File: src/rtl/dcd_pkg.sv
package dcd_pkg;
  localparam int UNIT_LSB = 24;
  localparam int HI_W     = 4;
  localparam int FLD_W    = 8;

  typedef struct packed {
    logic             en;
    logic [2:0]       tag;
    logic [FLD_W-1:0] szm;
    logic [FLD_W-1:0] base_lo;
    logic [HI_W-1:0]  base_hi;
  } dcd_win_t;

  function automatic logic [4:0] cs_attr(input int unsigned idx, input bit coh);
    logic [3:0] m;
    m = 4'hF;
    m[idx[1:0]] = 1'b0;
    return {coh, m};
  endfunction
endpackage

File: src/rtl/dcd_rst_sync.sv
module dcd_rst_sync (
  input  logic clk,
  input  logic arst_n,
  output logic srst_n
);
  logic [1:0] stage_q;

  always_ff @(posedge clk or negedge arst_n) begin
    if (!arst_n) stage_q <= 2'b00;
    else         stage_q <= {stage_q[0], 1'b1};
  end

  assign srst_n = stage_q[1];
endmodule

File: src/rtl/dcd_regfile.sv
module dcd_regfile
  import dcd_pkg::*;
#(
  parameter int NUM_CS = 4,
  parameter int REG_AW = 5
) (
  input  logic                clk,
  input  logic                rst_n,
  input  logic                wr_en,
  input  logic [REG_AW-1:2]   addr,
  input  logic [31:0]         wdata,
  output logic [31:0]         rdata,
  output dcd_win_t [NUM_CS-1:0] wins
);
  localparam int SEL_W = REG_AW - 3;

  dcd_win_t [NUM_CS-1:0] win_q, win_d;
  logic [SEL_W-1:0] sel;
  logic             is_size;

  assign sel     = addr[REG_AW-1:3];
  assign is_size = addr[2];

  always_comb begin
    win_d = win_q;
    for (int i = 0; i < NUM_CS; i++) begin
      if (sel == SEL_W'(i)) begin
        if (is_size) begin
          win_d[i].en  = wdata[0];
          win_d[i].tag = wdata[4:2];
          win_d[i].szm = wdata[31:UNIT_LSB];
        end else begin
          win_d[i].base_lo = wdata[31:UNIT_LSB];
          win_d[i].base_hi = wdata[HI_W-1:0];
        end
      end
    end
  end

  always_ff @(posedge clk or negedge rst_n) begin
    if (!rst_n)     win_q <= '0;
    else if (wr_en) win_q <= win_d;
  end

  always_comb begin
    rdata = '0;
    for (int i = 0; i < NUM_CS; i++) begin
      if (sel == SEL_W'(i)) begin
        if (is_size) begin
          rdata[0]              = win_q[i].en;
          rdata[4:2]            = win_q[i].tag;
          rdata[31:UNIT_LSB]    = win_q[i].szm;
        end else begin
          rdata[31:UNIT_LSB]    = win_q[i].base_lo;
          rdata[HI_W-1:0]       = win_q[i].base_hi;
        end
      end
    end
  end

  assign wins = win_q;

  for (genvar g = 0; g < NUM_CS; g++) begin : g_chk

    enable_store_chk: assert property (@(posedge clk) disable iff (!rst_n)
      (wr_en && sel == SEL_W'(g) && is_size) |=> (wins[g].en == $past(wdata[0])));

    base_store_chk: assert property (@(posedge clk) disable iff (!rst_n)
      (wr_en && sel == SEL_W'(g) && !is_size) |=> (wins[g].base_lo == $past(wdata[31:24])));
  end
endmodule

File: src/rtl/dcd_win_match.sv
module dcd_win_match
  import dcd_pkg::*;
#(
  parameter int IDX           = 0,
  parameter bit COHERENT_ATTR = 1'b0,
  parameter int ADDR_W        = 36
) (
  input  dcd_win_t          win,
  input  logic [ADDR_W-1:0] addr,
  output logic              hit,
  output logic [ADDR_W-1:0] offset,
  output logic [4:0]        attr
);
  logic [ADDR_W-1:0] base_full;
  logic [ADDR_W:0]   span;
  logic [ADDR_W:0]   top_excl;

  always_comb begin
    base_full = '0;
    base_full[ADDR_W-1:32]       = win.base_hi;
    base_full[31:UNIT_LSB]       = win.base_lo;
    span     = (ADDR_W+1)'({1'b0, win.szm} + 9'd1) << UNIT_LSB;
    top_excl = {1'b0, base_full} + span;
    hit      = win.en && (addr >= base_full) && ({1'b0, addr} < top_excl);
    offset   = addr - base_full;
    attr     = cs_attr(IDX, COHERENT_ATTR);
  end
endmodule

File: src/rtl/dcd_export_pack.sv
module dcd_export_pack
  import dcd_pkg::*;
#(
  parameter int NUM_CS        = 4,
  parameter bit COHERENT_ATTR = 1'b0,
  localparam int CS_W  = $clog2(NUM_CS),
  localparam int CNT_W = $clog2(NUM_CS + 1)
) (
  input  dcd_win_t [NUM_CS-1:0]          wins,
  output logic [CNT_W-1:0]               count,
  output logic [NUM_CS-1:0][CS_W-1:0]    e_cs,
  output logic [NUM_CS-1:0][31:0]        e_base,
  output logic [NUM_CS-1:0][FLD_W:0]     e_units,
  output logic [NUM_CS-1:0][4:0]         e_attr
);
  always_comb begin
    int slot;
    slot    = 0;
    e_cs    = '0;
    e_base  = '0;
    e_units = '0;
    e_attr  = '0;
    for (int i = 0; i < NUM_CS; i++) begin
      if (wins[i].en && (wins[i].base_hi == '0)) begin
        e_cs[slot]    = CS_W'(i);
        e_base[slot]  = {wins[i].base_lo, {UNIT_LSB{1'b0}}};
        e_units[slot] = {1'b0, wins[i].szm} + 1'b1;
        e_attr[slot]  = cs_attr(i, COHERENT_ATTR);
        slot = slot + 1;
      end
    end
    count = CNT_W'(slot);
  end
endmodule

File: src/rtl/dram_cs_decoder.sv
module dram_cs_decoder
  import dcd_pkg::*;
#(
  parameter int NUM_CS        = 4,
  parameter bit COHERENT_ATTR = 1'b0,
  localparam int REG_AW = $clog2(NUM_CS * 8),
  localparam int ADDR_W = 32 + HI_W,
  localparam int CS_W   = $clog2(NUM_CS),
  localparam int CNT_W  = $clog2(NUM_CS + 1)
) (
  input  logic                          clk,
  input  logic                          rst_n,
  input  logic                          reg_wr_en,
  input  logic [REG_AW-1:2]             reg_addr,
  input  logic [31:0]                   reg_wdata,
  output logic [31:0]                   reg_rdata,
  input  logic                          lk_valid,
  input  logic [ADDR_W-1:0]             lk_addr,
  output logic                          res_valid,
  output logic                          res_hit,
  output logic                          res_miss,
  output logic [CS_W-1:0]               res_cs,
  output logic [ADDR_W-1:0]             res_offset,
  output logic [4:0]                    res_attr,
  output logic [CNT_W-1:0]              exp_count,
  output logic [NUM_CS-1:0][CS_W-1:0]   exp_cs,
  output logic [NUM_CS-1:0][31:0]       exp_base,
  output logic [NUM_CS-1:0][FLD_W:0]    exp_units,
  output logic [NUM_CS-1:0][4:0]        exp_attr
);
  logic srst_n;
  dcd_win_t [NUM_CS-1:0] wins;

  dcd_rst_sync u_rst_sync (.clk(clk), .arst_n(rst_n), .srst_n(srst_n));

  dcd_regfile #(.NUM_CS(NUM_CS), .REG_AW(REG_AW)) u_regs (
    .clk(clk), .rst_n(srst_n), .wr_en(reg_wr_en), .addr(reg_addr),
    .wdata(reg_wdata), .rdata(reg_rdata), .wins(wins)
  );

  logic [NUM_CS-1:0]             hit_v;
  logic [NUM_CS-1:0][ADDR_W-1:0] off_v;
  logic [NUM_CS-1:0][4:0]        attr_v;

  for (genvar g = 0; g < NUM_CS; g++) begin : g_match
    dcd_win_match #(.IDX(g), .COHERENT_ATTR(COHERENT_ATTR), .ADDR_W(ADDR_W)) u_match (
      .win(wins[g]), .addr(lk_addr), .hit(hit_v[g]), .offset(off_v[g]), .attr(attr_v[g])
    );
  end

  dcd_export_pack #(.NUM_CS(NUM_CS), .COHERENT_ATTR(COHERENT_ATTR)) u_pack (
    .wins(wins), .count(exp_count), .e_cs(exp_cs), .e_base(exp_base),
    .e_units(exp_units), .e_attr(exp_attr)
  );

  // lowest index wins: scan downward so the last assignment is the smallest index
  logic              sel_hit;
  logic [CS_W-1:0]   sel_cs;
  logic [ADDR_W-1:0] sel_off;
  logic [4:0]        sel_attr;

  always_comb begin
    sel_hit  = 1'b0;
    sel_cs   = '0;
    sel_off  = '0;
    sel_attr = '0;
    for (int i = NUM_CS - 1; i >= 0; i--) begin
      if (hit_v[i]) begin
        sel_hit  = 1'b1;
        sel_cs   = CS_W'(i);
        sel_off  = off_v[i];
        sel_attr = attr_v[i];
      end
    end
  end

  logic              valid_d, hit_d, miss_d;
  logic              valid_q, hit_q, miss_q;
  logic [CS_W-1:0]   cs_q;
  logic [ADDR_W-1:0] off_q;
  logic [4:0]        attr_q;

  always_comb begin
    valid_d = lk_valid;
    hit_d   = lk_valid && sel_hit;
    miss_d  = lk_valid && !sel_hit;
  end

  always_ff @(posedge clk or negedge srst_n) begin
    if (!srst_n) begin
      valid_q <= 1'b0;
      hit_q   <= 1'b0;
      miss_q  <= 1'b0;
    end else begin
      valid_q <= valid_d;
      hit_q   <= hit_d;
      miss_q  <= miss_d;
    end
  end

  always_ff @(posedge clk or negedge srst_n) begin
    if (!srst_n) begin
      cs_q   <= '0;
      off_q  <= '0;
      attr_q <= '0;
    end else if (lk_valid) begin
      cs_q   <= sel_cs;
      off_q  <= sel_off;
      attr_q <= sel_attr;
    end
  end

  assign res_valid  = valid_q;
  assign res_hit    = hit_q;
  assign res_miss   = miss_q;
  assign res_cs     = cs_q;
  assign res_offset = off_q;
  assign res_attr   = attr_q;


  lookup_latency_chk: assert property (@(posedge clk) disable iff (!srst_n)
    lk_valid |=> res_valid);

  no_spurious_result_chk: assert property (@(posedge clk) disable iff (!srst_n)
    !lk_valid |=> !res_valid);

  hit_miss_excl_chk: assert property (@(posedge clk) disable iff (!srst_n)
    !(res_hit && res_miss));

  result_kind_chk: assert property (@(posedge clk) disable iff (!srst_n)
    res_valid == (res_hit || res_miss));

  attr_code_chk: assert property (@(posedge clk) disable iff (!srst_n)
    res_hit |-> ($countones(res_attr[3:0]) == 3 && !res_attr[res_cs] && res_attr[4] == COHERENT_ATTR));

  offset_span_chk: assert property (@(posedge clk) disable iff (!srst_n)
    res_hit |-> (res_offset[ADDR_W-1:32] == '0));

  export_count_chk: assert property (@(posedge clk) disable iff (!srst_n)
    exp_count <= CNT_W'(NUM_CS));

  export_head_chk: assert property (@(posedge clk) disable iff (!srst_n)
    (exp_count != '0) |-> (exp_units[0] != '0 && $countones(exp_attr[0][3:0]) == 3));
endmodule

File: config.mk
export PLATFORM = sky130hd
export DESIGN_NAME = dram_cs_decoder
export DESIGN_NICKNAME = d
export VERILOG_FILES = /design/src/rtl/dcd_pkg.sv /design/src/rtl/dcd_rst_sync.sv /design/src/rtl/dcd_regfile.sv /design/src/rtl/dcd_win_match.sv /design/src/rtl/dcd_export_pack.sv /design/src/rtl/dram_cs_decoder.sv
export SDC_FILE = /design/constraint.sdc
export NUM_CORES = 1
export LEC_CHECK = 0
export ABC_AREA = 1
export CAP_MARGIN = 20
export CORE_MARGIN = 3
export CORE_UTILIZATION = 60
export CTS_BUF_LIST = sky130_fd_sc_hd__clkbuf_8
export CTS_CLUSTER_DIAMETER = 120
export DETAILED_ROUTE_END_ITERATION = 8
export DONT_BUFFER_PORTS = 1
export PLACE_DENSITY = 0.76
export SYNTH_ARGS = -nofsm -noshare
export SYNTH_HDL_FRONTEND = slang
export SYNTH_SLANG_ARGS = --single-unit
File: constraint.sdc
create_clock -name clk -period 5.95 [get_ports clk]
set_input_delay 0.595 -clock clk [delete_from_list [all_inputs] [get_ports clk]]
set_output_delay 0.595 -clock clk [all_outputs]
set_load 0.005 [all_outputs]
==> metrics.md <==
| Metric | Value |
|---|---|
| DRT iter0 DRCs | 1751 |
| Cell area after synthesis | 0.0148 mm² |
| Leakage | 7.89 nW |
| Yosys Warn Count | 0 |
| First-pass GRT wire length | 76500 µm |
| Post-DP HPWL | 40000 µm |
| Final net count | 2324 |
| DIE WIDTH | 163 µm |
| Initial antenna violation count | 0 |
| CTS H-tree depth | 4 |
| Overall Global Routing Usage | 37.7% |
| Max incr delay on CP | 0.67 ns |
| Clock skew | 0.0237 ns |
| Endpoint type of the worst setup path | flip-flop |
| Filler cell count | 2262 |
| Clock share of power | 17.7% |
| Status | complete, no violations |
| Fmax | 188 MHz |
| GRT overflow | 0 |
| Setup violations, final | 0 |
| Synth Instances | 2128 |
| Setup Fix Bufs, Post-CTS | 0 |
| Worst-Skew Late Latency | 0.48 ns |
| Initial Utilization | 62.1% |
| Root buffer cell | clkbuf_8 |
| Sequential Power Share | 30.3% |
| Max cap viols | 0 |
| IO Count | 348 |
| Sw Pwr | 2.35 mW |
| Critical path class | reg -> reg |
| Post-synth EDFFs | 0 |
| Period utilisation layout | 89.6% |
| Antenna viol nets, final | 0 |
| # clock sinks | 143 |
| FFs w/ async S/R, synth | 100% |
| Post-CTS Resized | 0 |
| Distinct cells, synth | 57 |
| Worst Hold Class | in -> reg |
| P&R area growth vs syn | 1.07% |
| Maximum clock path buffer count | 2 |
| Fin crit period | 5.33 ns |
| Register Area | 0.00358 mm² |
| Layout cell share with drive strength beyond 1 | 4.99% |
| Pwr/cell area | 319 mW/mm² |
| Setup_tns | 0 ns |
| Worst Tran Pin Value | 1.11 ns |
| Top FF cell, synth | dfrtp_1 |
| Max VDD drop | 173 µV |
| Slew headroom | 25.3% |
| Avg Vias per Cell | 5.91 |
| Number of cell rows | 56 |
| # port buffers | 0 |
| Placed Cells | 2388 |
| Hold buffers post-CTS | 1 |
| CP max FO | 15 |
| First-pass iteration count of the detailed router | 6 |
| Critical Path RT | 6.33 ns |
| Seq/Total Area, Yosys | 24.2% |
| Slowest CP cell | xor2_1 |
| Via count | 14324 |
| Sw frac | 49.3% |
| Startpoint types | flip-flop |
| CTS tree | yes |
| Combinational power share | 51.9% |
| Max Slew Vio Count | 0 |
| Die ar. | 0.0266 mm² |
| Avg Cell Area, Syn | 6.95 µm² |
| Final instance count without filler cells | 2422 |
| Final Hold Violating Endpoints | 0 |
| CTS Buf Count | 17 |
| Largest net degree at the start of global routing | 55 |
| Final GP Congestion | 1.07 |
| RSZ-0062 raised after global routing | false |
| Area occupied by multi-input gates | 0.00936 mm² |
| Cell Int Power | 2.42 mW |
| Wirelength per Cell | 21.1 µm |
| Clock transition at path regs | 0.11 ns |
| Antenna diodes | 0 |
| Total core area | 0.0238 mm² |
| DRT Wirelength | 51200 µm |
| Yosys reg bits | 143 |
| CP dominant cell by count | inv_1 |
| Die Y | 163 µm |
| Drt drc | 0 |
| Number of global-route vias before repair | 13146 |
| Arr. time, crit path | 5.71 ns |
-- cells in the mapped netlist, drive strengths merged (7+ instances only) --
master | count | area (µm²)
dfrtp | 143 | 3580
nand2 | 512 | 1980
nand3 | 82 | 438
o21ai | 217 | 1130
o21bai | 7 | 52.6
fa | 9 | 180
a22oi | 14 | 105
o22ai | 49 | 307
a31oi | 10 | 62.6
nor3 | 19 | 110
o2111ai | 7 | 61.3
buf | 146 | 1070
nand4 | 31 | 206
ha | 150 | 1880
a21o | 9 | 67.6
a221oi | 9 | 78.8
xnor2 | 28 | 245
nor2 | 119 | 482
xor2 | 58 | 508
a21oi | 142 | 711
clkbuf | 44 | 165
inv | 277 | 1040
-- power by group through the flow --
stage | combinational [mW] | clock, mW | sequential (mW)
after floorplan | 1.89 | 0 | 1.36
after CTS | 2.41 | 0.853 | 1.43
after global placement | 2.32 | 0 | 1.45
after detailed placement | 2.40 | 0 | 1.45
final | 2.48 | 0.845 | 1.45
after global routing | 2.78 | 0.893 | 1.47
-- area by class of cell --
type / count / share of cell area, %
clock buffer: 18 / 1.66
tap: 319 / 2.67
inverter: 282 / 7.10
timing repair buffer: 14 / 0.854
clock inverter: 14 / 1.13
multi-input combinational: 1632 / 62.6
sequential: 143 / 24.0
-- cells by family after synthesis --
family | count (synthesis) | synth area share (%)
simple gates | 779 | 22.5
compound gates | 486 | 18.6
buf+inv | 472 | 15.6
fa+ha+maj | 159 | 13.9
flops | 143 | 24.2
xor+xnor | 86 | 5.09
other cells | 2 | 0.0508
mux | 1 | 0.0677
-- routing by layer --
layer | share of wire, % | vias up | wire, µm | track usage (%)
met5 | 0 | - | 0 | 0
met4 | 4.7 | 0 | 2390 | 17.5
met3 | 12 | 140 | 5940 | 10.9
met2 | 44 | 823 | 22400 | 57.5
met1 | 40 | 6657 | 20500 | 49.5
li1 | - | 6704 | - | -
-- metrics by stage --
step	utilization (%)	setup WS, ns	hold WS [ns]	area (µm²)	total power, mW
global route	62.7	0.317	0.108	14900	5.14
CTS	62.6	0.843	0.108	14900	4.70
global placement	60.8	0.968	0.299	14500	3.77
detailed placement	60.8	0.873	0.299	14500	3.85
finish	62.7	0.618	0.131	14900	4.77
floorplan	-	1.67	0.299	15200	3.25
-- flip-flops by register name (all words and copies together) (netlist names) --
register / cells
u_regs.wins: 96
res_hit: 1
res_offset: 36
res_miss: 1
res_attr: 4
res_valid: 1
u_rst_sync.stage_q: 2
res_cs: 2
-- final timing paths --
kind / slack [ns] / startpoint / cells past startpoint / end
setup / recovery: 0.62 / u_regs.wins[84]$_DFFE_PN0P_ / 29 / res_offset[11]$_DFFE_PN0P_
hold / removal: 0.13 / lk_valid / 0 / res_valid$_DFF_PN0_
max in group asynchronous: 4.49 / u_rst_sync.stage_q[1]$_DFF_PN0_ / 1 / u_regs.wins[69]$_DFFE_PN0P_
setup reg to reg: 0.62 / u_regs.wins[84]$_DFFE_PN0P_ / 29 / res_offset[11]$_DFFE_PN0P_
min in group asynchronous: 0.34 / u_rst_sync.stage_q[1]$_DFF_PN0_ / 0 / u_regs.wins[11]$_DFFE_PN0P_
hold reg to reg: 0.34 / u_rst_sync.stage_q[1]$_DFF_PN0_ / 0 / u_regs.wins[11]$_DFFE_PN0P_
-- cell usage in the layout (no fill, tap or decap), drive strengths merged, types with 14 or more instances in the layout --
| cell type | n |
|---|---|
| clkbuf | 18 |
| nor2 | 119 |
| xnor2 | 28 |
| xor2 | 58 |
| nor3 | 19 |
| conb | 121 |
| inv | 285 |
| nand2 | 512 |
| nand3 | 82 |
| o21ai | 217 |
| a21oi | 142 |
| dfrtp | 143 |
| a22oi | 14 |
| ha | 150 |
| o22ai | 49 |
| nand4 | 31 |
-- worst max-delay path, delay by kind of cell (launching register included) --
family / cells / cell delay, ns
AND/OR/NAND/NOR: 14 / 1.63
AO/OA/AOI/OAI: 5 / 0.89
buffers and inverters: 7 / 0.83
XOR/XNOR: 1 / 0.67
adder cells (fa/ha/maj): 2 / 0.62
flip-flops: 1 / 0.56
(Power assumes the default switching activity.)
